--- src/rtl/sar_pkg.sv ---
package sar_pkg;

    parameter int SAMPLE_W = 24;
    parameter int SHORT_W  = 16;

    typedef enum logic [1:0] {
        FMT_RJ16  = 2'b00,
        FMT_RJ24  = 2'b01,
        FMT_LJ24  = 2'b10,
        FMT_I2S24 = 2'b11
    } fmt_e;

    typedef struct packed {
        logic                fire;
        logic                is_left;
        logic [SAMPLE_W-1:0] word;
    } cap_t;

    // Frame-clock level that marks the left half-frame.
    function automatic logic left_level(fmt_e f);
        return (f == FMT_I2S24) ? 1'b0 : 1'b1;
    endfunction

    // Bit slots between the frame-clock edge and the MSB.
    function automatic int lead_slots(fmt_e f);
        return (f == FMT_I2S24) ? 1 : 0;
    endfunction

    function automatic logic is_right_just(fmt_e f);
        return (f == FMT_RJ16) || (f == FMT_RJ24);
    endfunction

endpackage

--- src/rtl/sar_frame_track.sv ---
module sar_frame_track #(
    parameter int CNT_W = 5
) (
    input  logic             clk,
    input  logic             rst,
    input  logic             frame_clk,
    output logic             edge_now,
    output logic             locked,
    output logic             lr_prev,
    output logic [CNT_W-1:0] idx
);
    localparam logic [CNT_W-1:0] CNT_MAX = {CNT_W{1'b1}};

    logic             primed_q;
    logic [CNT_W-1:0] cnt_q;

    assign edge_now = primed_q && (frame_clk != lr_prev);
    assign idx      = edge_now ? '0 : cnt_q;

    always_ff @(posedge clk) begin
        if (rst) begin
            primed_q <= 1'b0;
            lr_prev  <= 1'b0;
            locked   <= 1'b0;
            cnt_q    <= '0;
        end else begin
            primed_q <= 1'b1;
            lr_prev  <= frame_clk;
            if (edge_now) locked <= 1'b1;
            cnt_q <= (idx == CNT_MAX) ? CNT_MAX : idx + 1'b1;
        end
    end
endmodule

--- src/rtl/sar_shifter.sv ---
module sar_shifter #(
    parameter int W = 24
) (
    input  logic         clk,
    input  logic         rst,
    input  logic         din,
    output logic [W-1:0] shreg
);
    always_ff @(posedge clk) begin
        if (rst) shreg <= '0;
        else     shreg <= {shreg[W-2:0], din};
    end
endmodule

--- src/rtl/sar_capture.sv ---
module sar_capture
    import sar_pkg::*;
#(
    parameter int CNT_W = 5
) (
    input  fmt_e                fmt,
    input  logic                edge_now,
    input  logic                locked,
    input  logic                lr_prev,
    input  logic                frame_clk,
    input  logic [CNT_W-1:0]    idx,
    input  logic [SAMPLE_W-1:0] shreg,
    input  logic                sdata,
    output cap_t                cap
);
    localparam int PAD_W = SAMPLE_W - SHORT_W;

    always_comb begin
        cap = '0;
        if (is_right_just(fmt)) begin
            // Closing edge: the register holds the half-frame just ended.
            cap.fire    = edge_now && locked;
            cap.is_left = (lr_prev == left_level(fmt));
            cap.word    = (fmt == FMT_RJ16)
                        ? {shreg[SHORT_W-1:0], {PAD_W{1'b0}}}
                        : shreg;
        end else begin
            cap.fire    = locked && !edge_now &&
                          (int'(idx) == SAMPLE_W - 1 + lead_slots(fmt));
            cap.is_left = (frame_clk == left_level(fmt));
            cap.word    = {shreg[SAMPLE_W-2:0], sdata};
        end
    end
endmodule

--- src/rtl/sar_out_stage.sv ---
module sar_out_stage
    import sar_pkg::*;
(
    input  logic                clk,
    input  logic                rst,
    input  cap_t                cap,
    output logic [SAMPLE_W-1:0] left_q,
    output logic [SAMPLE_W-1:0] right_q,
    output logic                valid_q
);
    logic [SAMPLE_W-1:0] left_hold;
    logic                have_left;

    always_ff @(posedge clk) begin
        if (rst) begin
            left_hold <= '0;
            have_left <= 1'b0;
            left_q    <= '0;
            right_q   <= '0;
            valid_q   <= 1'b0;
        end else begin
            valid_q <= 1'b0;
            if (cap.fire && cap.is_left) begin
                left_hold <= cap.word;
                have_left <= 1'b1;
            end else if (cap.fire && have_left) begin
                left_q    <= left_hold;
                right_q   <= cap.word;
                valid_q   <= 1'b1;
                have_left <= 1'b0;
            end
        end
    end
endmodule

--- src/rtl/serial_audio_rx.sv ---
module serial_audio_rx
    import sar_pkg::*;
(
    input  logic                bit_clk,
    input  logic                rst,
    input  logic                frame_clk,
    input  logic                sdata_in,
    input  logic [1:0]          fmt_sel,
    output logic [SAMPLE_W-1:0] left_out,
    output logic [SAMPLE_W-1:0] right_out,
    output logic                sample_valid
);
    localparam int CNT_W = $clog2(SAMPLE_W + 2);

    logic                edge_now, locked, lr_prev;
    logic [CNT_W-1:0]    idx;
    logic [SAMPLE_W-1:0] shreg;
    cap_t                cap;
    fmt_e                fmt;

    assign fmt = fmt_e'(fmt_sel);

    sar_frame_track #(.CNT_W(CNT_W)) u_track (
        .clk(bit_clk), .rst(rst), .frame_clk(frame_clk),
        .edge_now(edge_now), .locked(locked), .lr_prev(lr_prev), .idx(idx)
    );

    sar_shifter #(.W(SAMPLE_W)) u_shift (
        .clk(bit_clk), .rst(rst), .din(sdata_in), .shreg(shreg)
    );

    sar_capture #(.CNT_W(CNT_W)) u_cap (
        .fmt(fmt), .edge_now(edge_now), .locked(locked), .lr_prev(lr_prev),
        .frame_clk(frame_clk), .idx(idx), .shreg(shreg), .sdata(sdata_in),
        .cap(cap)
    );

    sar_out_stage u_out (
        .clk(bit_clk), .rst(rst), .cap(cap),
        .left_q(left_out), .right_q(right_out), .valid_q(sample_valid)
    );
endmodule

--- config.mk ---
export PLATFORM = sky130hd
export DESIGN_NAME = serial_audio_rx
export DESIGN_NICKNAME = d
export VERILOG_FILES = /design/src/rtl/sar_pkg.sv /design/src/rtl/sar_frame_track.sv /design/src/rtl/sar_shifter.sv /design/src/rtl/sar_capture.sv /design/src/rtl/sar_out_stage.sv /design/src/rtl/serial_audio_rx.sv
export SDC_FILE = /design/constraint.sdc
export NUM_CORES = 1
export LEC_CHECK = 0
export CORE_MARGIN = 3
export CORE_UTILIZATION = 54
export CTS_CLUSTER_SIZE = 8
export DETAILED_ROUTE_END_ITERATION = 8
export GPL_TIMING_DRIVEN = 0
export PLACE_DENSITY = 0.78
export REMOVE_ABC_BUFFERS = 1
export SLEW_MARGIN = 15
export SYNTH_ARGS = -nofsm -noshare
export SYNTH_HDL_FRONTEND = slang
export SYNTH_SLANG_ARGS = --single-unit
--- constraint.sdc ---
create_clock -name bit_clk -period 2.5 [get_ports bit_clk]
set_input_delay 0.5 -clock bit_clk [delete_from_list [all_inputs] [get_ports bit_clk]]
set_output_delay 0.5 -clock bit_clk [all_outputs]
set_load 0.01 [all_outputs]
==> results.yml <==
status:
  status: "completed"
floorplanning:
  core_area_mm2: 0.007331
  io_pins: 55
  dieArea_mm2: 0.008731
  die_w_um: 93.44
  start_util_pct: 56.32
  die_h_um: 93.44
  num_rows: 31
logic_synthesis:
  synth_area_leaders: "dfxtp_1 51%, mux2i_1 8.0%, nand2_1 5.8%"
  yosys_warnings: 0
  netlist_area_mm2: 0.004129
  synth_top_family_by_area: "compound AO/OA/AOI/OAI gates"
  synth.avg_cell_area_um2: 9.580
  synth-simple-area-share_pct: 14.45
  synth_edf_count: 0
  synth_compound_area_share_pct: 15.06
  synth-seq-area-share_pct: 51.39
  synth_ff_type: "dfxtp_1"
  synth.distinct_cells: 37
  synthAdderAreaFrac_pct: 0.3030
  synthCells: 431
  synth_xor_area_share_pct: 0.8485
  yosysTopAreaCell: "dfxtp_1"
  async_reset_ff_share_pct: 0
  synth_top_area_share_pct: 51.39
  synth_mux_area_share_pct: 12.09
  synth_seq_cells: 106
place:
  place_hpwl_um: 5071
  pre_cts_slack_ns: -1.158
  gp_congestion: 0.7328
  portBuffers: 54
global_route:
  grt_pass1_vias: 2978
  antenna_found_initial: 0
  grt_pass1_wl_um: 13950
  grt_overflow: 0
  grt_use_total_pct: 19.94
  grt_max_degree: 54
worst_setup_path:
  slowest_stage: "a21oi_2"
  crit_path_max_fanout: 12
  slowest_delay_ns: 0.61
  cp.arrival_ns: 2.65
  end_kind: "flip-flop"
  path_cells: "clkdlybuf4s50_1 -> xor2_1 -> a21bo_1 -> o31ai_4 -> buf_4 -> a21oi_2 -> o2bb2ai_1"
  path_class: "input port to flip-flop"
  crit_path_start_kind: "input port"
  crit_required_ns: 2.79
timing:
  tightest_slew_ns: 0.7441
  fin_crit_sh_pct: 94.38
  setup_violations: 0
  fin_skew_ns: 0.01712
  fin_ws_ns: 0.1404
  max-slew-margin-rel_pct: 50.40
  slew_viol_final: 0
  rsz0062_at_grt: "false"
  hold_viol_final: 0
  maxClockFrequency_mhz: 423.8
  whs_ns: 0.4472
  min_period_ns: 2.360
clock_network:
  cts_tree: "yes"
  clk_latency_ns: 0.37
  cts_sinks: 106
  cts_made_buffers: 9
  clkSlewWorstSetupHoldPaths_ns: 0.10
  h-tree-depth: 3
  clock_path_buffers: 2
  cts_root_buffer: "clkbuf_8"
layout:
  antenna_cells: 0
  drive_gt1_share_pct: 10.32
  most-common-layout-cells: "106 x dfxtp_1, 64 x nand2_1, 51 x clkdlybuf4s50_1, 33 x mux2i_1, 31 x a21oi_1"
  layout.nets: 477
  areaGrowthSynthToFinish_pct: 19.55
  layout_commonest_cell: "dfxtp_1"
detailed_routing:
  first_iter_violations: 211
  wire_per_inst_um: 14.47
  wl_um: 8305
  vias: 3128
  dr.pass1.iters: 4
  viasPerCell: 5.449
  detail-route-antenna-nets: 0
  drc: 0
worst_hold_path:
  hold_class: "flip-flop to flip-flop"
power:
  p_leak_uw: 0.001950
  power_density_mw_per_mm2: 628.8
  peakVddDrop_v: 0.0004323
flow_run:
  cap_viol_max_count: 0
-- synth_stat cells (all sizes together), types with 3 or more instances --
library cell,n
a21oi,32
a22o,8
and2,4
buf,18
clkbuf,14
dfxtp,106
inv,17
mux2,15
mux2i,33
nand2,65
nand3,9
nand3b,8
nor2,20
nor2b,17
o21ai,33
o2bb2ai,16
xor2,3
-- final cells by class --
cell class              count  area (um2)
fillers                   579        2395
repair buffers             59       588.1
multi-input cells         276        1784
flip-flops and latches    106        2122
clock buffers              10       137.6
clock inverters             6       111.4
inverters                  18       68.82
well taps                  99       123.9
-- sequential cells by signal, summed over array words and instances (netlist names) --
register          flops
u_out.left_hold      24
u_out.left_q         24
u_out.right_q        24
u_shift.shreg        24
u_track.cnt_q         5
u_out.have_left       1
u_out.valid_q         1
u_track.locked        1
u_track.lr_prev       1
u_track.primed_q      1
-- path summary, 6_finish.rpt --
check,from,endpoint,slack [ns],depth (start not counted)
worst max register to register,u_track.cnt_q[1],u_out.left_q[22],0.45,6
worst max-delay path,frame_clk,u_out.left_q[22],0.14,7
worst min register to register,u_shift.shreg[22],u_shift.shreg[23],0.45,2
worst min-delay path,u_shift.shreg[22],u_shift.shreg[23],0.45,2
-- logic make-up (layout without fill, tap and decap cells) --
family / after synthesis / count (layout)
flops: 106 / 106
compound gates: 95 / 96
simple gates: 127 / 127
fa+ha+maj: 1 / 1
mux: 48 / 48
xor+xnor: 4 / 4
buf+inv: 50 / 93
-- stage by stage --
step	setup TNS (ns)	power [uW]	cells	util [%]	area (um2)
after floorplan	-0.1637	1806	399	-	3955
after global placement	-173.53	1866	552	63.01	4619
after detailed placement	-43.01	1872	553	63.18	4632
after CTS	0	3121	573	67.16	4923
after global routing	0	3204	574	67.33	4936
final	0	3104	574	67.33	4936
-- per-layer routing --
layer	part of all wire, %	GRT usage (%)	up-vias
li1	-	-	1544
met1	47	25.89	1500
met2	47	31.75	77
met3	5.0	4.425	7
met4	1.1	8.791	0
met5	0	0	-
-- power breakdown --
group          switching (uW)  leakage (uW)  internal, uW
clock network             572      0.000123           694
logic                    87.9      0.000972          42.0
registers                10.3      0.000855          1700
-- worst max-delay path: cells and delay by family --
family	cells	cell delay, ns
xor gates and xnor gates	1	0.34
AOI/OAI and AO/OA	4	1.10
buffers and inverters	2	0.71
-- what timing repair did --
| action | 4_1_cts | 5_1_grt |
|---|---|---|
| gates resized for setup | 5 | 2 |
| endpoints found under the setup margin | 49 | 46 |
| buffers inserted | 4 | 0 |
| cloned | 0 | 1 |
| hold buffers | 0 | 0 |
| pin swaps | 1 | 1 |
Note: power is estimated with default switching activity, not from simulation.
